==> config.mk <==
export PLATFORM = sky130hd
export DESIGN_NAME = cascade_capture_top
export DESIGN_NICKNAME = d
export VERILOG_FILES = /design/src/rtl/cc_pkg.sv /design/src/rtl/cc_sync_edge.sv /design/src/rtl/cc_quad_dec.sv /design/src/rtl/cc_cascade_cnt.sv /design/src/rtl/cc_capture_ch.sv /design/src/rtl/cascade_capture_top.sv
export SDC_FILE = /design/constraint.sdc
export NUM_CORES = 1
export LEC_CHECK = 0
export BUFFER_PORTS_ARGS = -buffer_cell sky130_fd_sc_hd__buf_4
export CAP_MARGIN = 20
export CORE_MARGIN = 5
export CORE_UTILIZATION = 51
export DETAILED_ROUTE_END_ITERATION = 10
export HOLD_SLACK_MARGIN = 0.03
export MAX_ROUTING_LAYER = met4
export PLACE_DENSITY = 0.8
export SLEW_MARGIN = 20
export SYNTH_ARGS = -nofsm -noshare
export SYNTH_HDL_FRONTEND = slang
export SYNTH_SLANG_ARGS = --single-unit
==> constraint.sdc <==
create_clock -name clk -period 7.84 [get_ports clk]
set_clock_uncertainty 0.2 [all_clocks]
set_input_delay 1.96 -clock clk [delete_from_list [all_inputs] [get_ports clk]]
set_output_delay 1.96 -clock clk [all_outputs]
set_load 0.01 [all_outputs]
==> src/rtl/cc_pkg.sv <==
package cc_pkg;
  localparam int CNT_W  = 16;
  localparam int SYNC_N = 2;

  localparam logic [1:0] SEL_RISE = 2'b00;
  localparam logic [1:0] SEL_FALL = 2'b01;

  typedef struct packed {
    logic       xen_hi;   // low pin also loads high register
    logic       xen_lo;   // high pin also loads low register
    logic [1:0] sel_hi;
    logic [1:0] sel_lo;
  } cfg_t;

  localparam int CFG_W = $bits(cfg_t);
endpackage

==> src/rtl/cc_sync_edge.sv <==
module cc_sync_edge #(
  parameter int W      = 1,
  parameter int STAGES = 2
) (
  input  logic         clk,
  input  logic         rst_n,
  input  logic [W-1:0] din,
  output logic [W-1:0] lvl,
  output logic [W-1:0] prev
);
  logic [W-1:0] pipe [STAGES];

  always_ff @(posedge clk or negedge rst_n) begin
    if (!rst_n) begin
      for (int i = 0; i < STAGES; i++) pipe[i] <= '0;
      prev <= '0;
    end else begin
      pipe[0] <= din;
      for (int i = 1; i < STAGES; i++) pipe[i] <= pipe[i-1];
      prev <= pipe[STAGES-1];
    end
  end

  assign lvl = pipe[STAGES-1];
endmodule

==> src/rtl/cc_quad_dec.sv <==
module cc_quad_dec (
  input  logic a,
  input  logic b,
  input  logic pa,
  input  logic pb,
  output logic step,
  output logic up
);
  logic da, db;
  always_comb begin
    da   = a ^ pa;
    db   = b ^ pb;
    // exactly one phase moved; both moving is discarded
    step = da ^ db;
    up   = da ? (a ^ b) : ~(a ^ b);
  end
endmodule

==> src/rtl/cc_cascade_cnt.sv <==
module cc_cascade_cnt #(
  parameter int W = 16
) (
  input  logic         clk,
  input  logic         rst_n,
  input  logic         step,
  input  logic         up,
  output logic [W-1:0] cnt_lo,
  output logic [W-1:0] cnt_hi
);
  localparam logic [W-1:0] LO_MAX = '1;
  localparam logic [W-1:0] LO_MIN = '0;
  localparam logic [W-1:0] ONE    = W'(1);

  always_ff @(posedge clk or negedge rst_n) begin
    if (!rst_n) begin
      cnt_lo <= '0;
      cnt_hi <= '0;
    end else if (step) begin
      if (up) begin
        cnt_lo <= cnt_lo + ONE;
        if (cnt_lo == LO_MAX) cnt_hi <= cnt_hi + ONE;
      end else begin
        cnt_lo <= cnt_lo - ONE;
        if (cnt_lo == LO_MIN) cnt_hi <= cnt_hi - ONE;
      end
    end
  end
endmodule

==> src/rtl/cc_capture_ch.sv <==
module cc_capture_ch #(
  parameter int W = 16
) (
  input  logic         clk,
  input  logic         rst_n,
  input  logic [1:0]   sel,
  input  logic         pin_lvl,
  input  logic         pin_prev,
  input  logic         cross_ev,
  input  logic         xen,
  input  logic [W-1:0] value,
  output logic         ev,
  output logic [W-1:0] cap
);
  logic rise, fall, trig;

  always_comb begin
    rise = pin_lvl & ~pin_prev;
    fall = ~pin_lvl & pin_prev;
    if (sel[1])                    ev = rise | fall;
    else if (sel == cc_pkg::SEL_FALL) ev = fall;
    else                           ev = rise;
    trig = ev | (xen & cross_ev);
  end

  always_ff @(posedge clk or negedge rst_n) begin
    if (!rst_n)    cap <= '0;
    else if (trig) cap <= value;
  end
endmodule

==> src/rtl/cascade_capture_top.sv <==
module cascade_capture_top
  import cc_pkg::*;
(
  input  logic             clk,
  input  logic             rst_n,
  input  logic             cfg_we,
  input  logic [CFG_W-1:0] cfg_wdata,
  input  logic             phase_a,
  input  logic             phase_b,
  input  logic             cap_pin_lo,
  input  logic             cap_pin_hi,
  output logic [CNT_W-1:0] cnt_lo,
  output logic [CNT_W-1:0] cnt_hi,
  output logic [CNT_W-1:0] cap_lo,
  output logic [CNT_W-1:0] cap_hi
);
  cfg_t cfg_q;

  always_ff @(posedge clk or negedge rst_n) begin
    if (!rst_n)      cfg_q <= '0;
    else if (cfg_we) cfg_q <= cfg_t'(cfg_wdata);
  end

  // bit order: 0 phase_a, 1 phase_b, 2 low pin, 3 high pin
  logic [3:0] s_lvl, s_prev;

  cc_sync_edge #(.W(4), .STAGES(SYNC_N)) u_sync (
    .clk  (clk),
    .rst_n(rst_n),
    .din  ({cap_pin_hi, cap_pin_lo, phase_b, phase_a}),
    .lvl  (s_lvl),
    .prev (s_prev)
  );

  logic q_step, q_up;

  cc_quad_dec u_quad (
    .a   (s_lvl[0]),
    .b   (s_lvl[1]),
    .pa  (s_prev[0]),
    .pb  (s_prev[1]),
    .step(q_step),
    .up  (q_up)
  );

  cc_cascade_cnt #(.W(CNT_W)) u_cnt (
    .clk   (clk),
    .rst_n (rst_n),
    .step  (q_step),
    .up    (q_up),
    .cnt_lo(cnt_lo),
    .cnt_hi(cnt_hi)
  );

  // channel 0 = low half, channel 1 = high half
  logic [1:0]       ch_sel  [2];
  logic             ch_xen  [2];
  logic [CNT_W-1:0] ch_val  [2];
  logic [CNT_W-1:0] ch_cap  [2];
  logic [1:0]       ch_ev;

  assign ch_sel[0] = cfg_q.sel_lo;
  assign ch_sel[1] = cfg_q.sel_hi;
  assign ch_xen[0] = cfg_q.xen_lo;
  assign ch_xen[1] = cfg_q.xen_hi;
  assign ch_val[0] = cnt_lo;
  assign ch_val[1] = cnt_hi;

  for (genvar g = 0; g < 2; g++) begin : g_ch
    cc_capture_ch #(.W(CNT_W)) u_ch (
      .clk     (clk),
      .rst_n   (rst_n),
      .sel     (ch_sel[g]),
      .pin_lvl (s_lvl[2+g]),
      .pin_prev(s_prev[2+g]),
      .cross_ev(ch_ev[1-g]),
      .xen     (ch_xen[g]),
      .value   (ch_val[g]),
      .ev      (ch_ev[g]),
      .cap     (ch_cap[g])
    );
  end

  assign cap_lo = ch_cap[0];
  assign cap_hi = ch_cap[1];

  logic ev_lo, ev_hi, xen_lo, xen_hi;
  assign ev_lo  = ch_ev[0];
  assign ev_hi  = ch_ev[1];
  assign xen_lo = cfg_q.xen_lo;
  assign xen_hi = cfg_q.xen_hi;
endmodule

# ---- Word-level counts from Yosys, hierarchy flattened
# Cells that the tools add are included.
dict set report classes {
  add_sub_neg 4
  eq_ne 4
  muxes 9
  bitwise_logic 19
  reduce_logical 3
}
# operator count
set op_table {}
lappend op_table {{$mux W16} 4}
lappend op_table {{$add A16 B1 Y16 const B} 2}
lappend op_table {{$sub A16 B1 Y16 const B} 2}
lappend op_table {{$eq A16 B16 Y1 const B} 1}
lappend op_table {{$logic_not A16 Y1} 1}
lappend op_table {{$and A1 B1 Y1} 6}
lappend op_table {{$mux W1} 5}
lappend op_table {{$not A1 Y1} 5}
lappend op_table {{$eq A2 B1 Y1 const B} 2}
lappend op_table {{$or A1 B1 Y1} 4}
lappend op_table {{$xor A1 B1 Y1} 4}
lappend op_table {{$reduce_and A3 Y1} 1}
lappend op_table {{$ne A2 B1 Y1 const B} 1}
lappend op_table {{$reduce_bool A2 Y1} 1}
dict set report word_totals {
  ff_bits 82
  inputBits 13
  out_inout_bits 64
  elab_cells 50
}

# ---- Logic depth before layout (Yosys ltp)
dict set report logic_depth {
  ltp_word 6
  depth_mapped 12
  depth_no_buf 9
}

# ---- Hierarchy
# A second synthesis with hierarchy kept.
dict set report hier_totals {
  hier_cells 409
  hier_area_um2 4688.2
}
# mod instances cells_each area_each_um2 seq_area_each_um2
set modules_own_cells {}
lappend modules_own_cells {cc_cascade_cnt 1 293 2631.3 800.8}
lappend modules_own_cells {cc_capture_ch 2 42 720.7 400.4}
lappend modules_own_cells {cc_sync_edge 1 16 330.3 300.3}
lappend modules_own_cells {cascade_capture_top 1 13 251.5 150.1}
lappend modules_own_cells {cc_quad_dec 1 3 33.8 0.0}

# ---- Least setup slack after synthesis
# No wires, ideal clock.
dict set report synth_timing {
  path_type {register to register}
  startpoint {register u_sync.pipe (netlist bit u_sync.lvl[1])}
  endpoint {register u_cnt.cnt_lo[14]}
  setup_time_ps 130
  t_arrival_ps 2877
  t_required_ps 7510
  setup_slack_ps 4633
  stages_incl_launch_ff 13
  path_buffers 3
  period_less_slack_ps 3207
  path_cell_list {dfrtp_1 -> xnor2_1 -> buf_2 -> buf_2 -> buf_2 -> xnor2_1 -> ha_1 -> or4_1 -> nor2_1 -> o2bb2ai_1 -> a2111oi_0 -> a41oi_1 -> xnor2_1}
}
dict set report synth_between {
  elab_chain_cells 4
  elab_cells_between_ends 6
  cone_classes {2 x mux; 4 x bitwise}
}
# element line_no
set synth_lines {}
lappend synth_lines {{start: declaration} cc_sync_edge.sv:11} ;# logic [W-1:0] pipe [STAGES];
lappend synth_lines {{$xor A1 B1 Y1} cc_quad_dec.sv:15} ;# up = da ? (a ^ b) : ~(a ^ b);
lappend synth_lines {{$not A1 Y1} cc_quad_dec.sv:15}
lappend synth_lines {{$mux W1} cc_quad_dec.sv:15}
lappend synth_lines {{$mux W16} cc_cascade_cnt.sv:20} ;# if (up) begin
lappend synth_lines {{end signal: assignment} cc_cascade_cnt.sv:21} ;# cnt_lo <= cnt_lo + ONE;
lappend synth_lines {{end signal: assignment} cc_cascade_cnt.sv:24} ;# cnt_lo <= cnt_lo - ONE;
lappend synth_lines {{end: declaration} cc_cascade_cnt.sv:8} ;# output logic [W-1:0] cnt_lo,
# Parallel ways exist; a longest one is shown, timed or not.
# A chain may end at the register's enable or synchronous reset.

# ---- Worst setup path in the final report
dict set report layout_timing {
  startpoint {register u_cnt.cnt_lo[7]}
  endpoint {output port cnt_lo[7]}
}
# element line_no
set layout_rtl {}
lappend layout_rtl {{end: declaration} cascade_capture_top.sv:12} ;# output logic [CNT_W-1:0] cnt_lo,
# No word-level cell between the ends.

==> impl_metrics.tcl <==
set metrics [dict create \
    timing.final.hold_violations 0 \
    fp.dieArea_sq_um 10300 \
    total_switching_power_uw 544 \
    comb_power_share_pct 31.7 \
    vias 3364 \
    antenna_found_initial 0 \
    detailedPlacementHpwl_mm 6.81 \
    layout-drive-gt1-share_pct 32.3 \
    initial_core_util_pct 52.1 \
    yosys_most_used_dff "sky130_fd_sc_hd__dfrtp_1" \
    horizontal_extent_of_the_die_microns 101 \
    worst-endpoint-arrival_ns 1.24 \
    worstHoldPathType "register to register" \
    worstMarginPinSlew_ns 0.733 \
    clk_latency_ns 0.34 \
    yosys.area.top_type_share_pct 48.2 \
    post_drt_wl_per_cell_microns 17.1 \
    row_count 33 \
    setup_ws_ns 4.44 \
    crit_path_max_fanout 16 \
    vias_per_cell 5.93 \
    postRouteWirelength_mm 9.72 \
    clock-root-buffer "sky130_fd_sc_hd__clkbuf_8" \
    timing.setup.critical_path_class "register to output port" \
    yosys_warnings 0 \
    layout_min_cycle_time_ns 3.40 \
    share_clk_of_total_power_pct 23.6 \
    final_nets 476 \
    netlist.top_cell.by_area "sky130_fd_sc_hd__dfrtp_1" \
    critical_path.cell_chain "buf_4" \
    run_status "finished, final reports clean" \
    drt-pass1-iter-count 5 \
    ctsHtreeMaxLevel 3 \
    worst_path_max_delay_cell "sky130_fd_sc_hd__dfrtp_1" \
    clock_sinks 82 \
    drc 0 \
    number_of_global_route_vias_before_repair 3183 \
    crit_buf_inv 1 \
    ys_seq_area_share_pct 48.2 \
    seq_power_share_pct 44.7 \
    grt-busiest-layer "met2" \
    core_sq_um 8180 \
    synth.lib_cells_used.distinct 52 \
    globalRouteMet3Util_pct 3.44 \
    p_leak_nw 2.31 \
    numCtsBuffers 9 \
    max-slew-margin-rel_pct 50.9 \
    number_of_design_rule_violations_left_by_the_first_detailed_router_iteration 287 \
    netlist_instances 401 \
    critPathRequiredTime_ns 5.68 \
    global_route.usage.met1_pct 28.1 \
    async_reset_ff_share_pct 100 \
    final_cells 567 \
    cell_internal_pwr_mw 1.01 \
    grt_pass1_wl_mm 15.9 \
    yosys-top-cells-count "sky130_fd_sc_hd__dfrtp_1 (82), sky130_fd_sc_hd__mux2_2 (39), sky130_fd_sc_hd__nand2_1 (29), sky130_fd_sc_hd__nor3_1 (21), sky130_fd_sc_hd__nor2_1 (20)" \
    synth.top_cells.by_area "sky130_fd_sc_hd__dfrtp_1 (48%), sky130_fd_sc_hd__mux2_2 (10%), sky130_fd_sc_hd__xnor2_1 (3.7%)" \
    yosys_register_bits 82 \
    setup-tns-final_ns 0 \
    postCtsResizedCells 0 \
    final_antenna_net_count 0 \
    setup.worst_path.end_class "output port" \
    path_delay_family "flip-flops" \
    postLayoutCellArea_sq_um 5070 \
    antenna_diode_count 0 \
    syn2layout_area_growth_pct 19.0 \
    io_pins 77 \
    synthesis.area_sq_um 4260 \
    rsz0062_at_grt "false" \
    syn_avg_cell_area_sq_um 10.6 \
    layout.area.seq_sq_um 2050 \
    cts_tree "yes" \
    postCtsHoldBufs 0 \
    grt.overflow.total 0 \
    netSwitchingFraction_pct 35.0 \
    synth.net_count 420 \
    power_density_nw_per_um2 307 \
    clock_path_buffers 2 \
    placed_cell_area_sq_um 4820 \
    max_cap_violations 0 \
    slowest_delay_ns 0.68 \
    worst_setup_path_start_kind "register" \
    final_util_pct 62.0 \
    final_min_period_over_clock_period_pct 43.3 \
    port-buffer-count 76 \
    max_freq_mhz 295 \
    power.ir.vdd_worst_mv 0.185 \
    gp_congestion 0.902 \
    layout.filler_cells 648 \
    clk_pin_slew_worst_paths_ns 0.07 \
    post-synth-top-count-cell "sky130_fd_sc_hd__dfrtp_1" \
    maximum_number_of_pins_on_one_net_before_global_route_repair 83 \
    preCtsSetupSlack_ns 4.77 \
    placed_cells_incl_taps 551 \
    cts.repair_timing.setup_buffer_count 0 \
    grt_usage_pct 20.0 \
    die-height_microns 101 \
    multiInputGateArea_sq_um 2020 \
    final-setup-viol-count 0 \
    fin_total_pwr_mw 1.55 \
    grtUsageMet2_pct 29.2 \
    hold_ws_ns 0.150 \
    synth_edf_count 0 \
    final_max_slew_viol_count 0 \
    setup.reg_to_reg.worst_slack_ns 4.74 \
]
## power groups by stage
stage	sequential (mW)	clock (mW)	combinational, mW
after floorplan	0.645	0	0.326
after global placement	0.693	0	0.484
after detailed placement	0.700	0	0.496
after CTS	0.694	0.375	0.499
after global routing	0.714	0.392	0.538
final	0.695	0.366	0.493
## cells in the final DEF, fill, tap and decap left out, types with 6 or more instances in the layout
cell	netlist	final
sky130_fd_sc_hd__nor4_1	10	10
sky130_fd_sc_hd__nand4_1	8	8
sky130_fd_sc_hd__or4_1	8	8
sky130_fd_sc_hd__a21oi_1	12	12
sky130_fd_sc_hd__nand3_1	15	15
sky130_fd_sc_hd__nor2_1	20	20
sky130_fd_sc_hd__buf_4	2	78
sky130_fd_sc_hd__xor2_1	18	18
sky130_fd_sc_hd__and3_1	6	6
sky130_fd_sc_hd__clkbuf_8	0	10
sky130_fd_sc_hd__mux2_2	39	39
sky130_fd_sc_hd__o21ai_0	8	8
sky130_fd_sc_hd__ha_1	6	6
sky130_fd_sc_hd__xnor2_1	18	17
sky130_fd_sc_hd__nor3_1	21	21
sky130_fd_sc_hd__nand2_1	29	29
sky130_fd_sc_hd__dfrtp_1	82	82
## routing by layer
metal | vias to the layer above | wire [microns]
met1 | 1633 | 4380
met4 | 0 | 159
met5 | - | 0
met3 | 15 | 700
li1 | 1554 | -
met2 | 162 | 4470
## state kept, by name, indices dropped and copies added (netlist names)
signal,flops
u_sync.lvl,4
xen_hi,1
g_ch.u_ch.cap,32
cfg_q,4
u_cnt.cnt_lo,16
u_sync.prev,4
xen_lo,1
u_sync.pipe,4
u_cnt.cnt_hi,16
## path summary, 6_finish.rpt
check	from	end	cells past startpoint
worst max register to register	u_sync.lvl[1]	u_cnt.cnt_lo[14]	10
worst max-delay path	u_cnt.cnt_lo[7]	cnt_lo[7]	1
max in group asynchronous	rst_n	g_ch[0].u_ch.cap[4]	1
min in group asynchronous	rst_n	u_cnt.cnt_lo[8]	1
worst min register to register	u_sync.pipe[5]	u_sync.lvl[1]	0
worst min-delay path	u_sync.pipe[5]	u_sync.lvl[1]	0
## logic make-up (layout without fill, tap and decap cells)
logic type | after synthesis | count (layout) | synth area share [%]
AND/OR/NAND/NOR | 140 | 140 | 17.9
flip-flops | 82 | 82 | 48.2
AO/OA/AOI/OAI | 54 | 54 | 8.82
multiplexers | 44 | 44 | 11.5
buffers and inverters | 39 | 100 | 4.41
XOR/XNOR | 36 | 36 | 7.41
adder cells (fa/ha/maj) | 6 | 6 | 1.76
## cell type report
type                    count  share of cell area, %
multi-input cells         280                   40.0
clock buffers              12                   2.86
well taps                 105                   2.59
inverters                   5                  0.370
clock inverters             4                   1.95
repair buffers             79                   11.8
flip-flops and latches     82                   40.5
## worst reg2reg max path, delay by kind of cell (launching register included)
family / cells / cell delay [ns]
buffers and inverters: 1 / 0.39
AO/OA/AOI/OAI: 3 / 0.64
flip-flops: 1 / 0.43
adder cells (fa/ha/maj): 1 / 0.27
XOR/XNOR: 3 / 0.46
AND/OR/NAND/NOR: 2 / 0.59
Note: power is estimated with default switching activity, not from simulation.
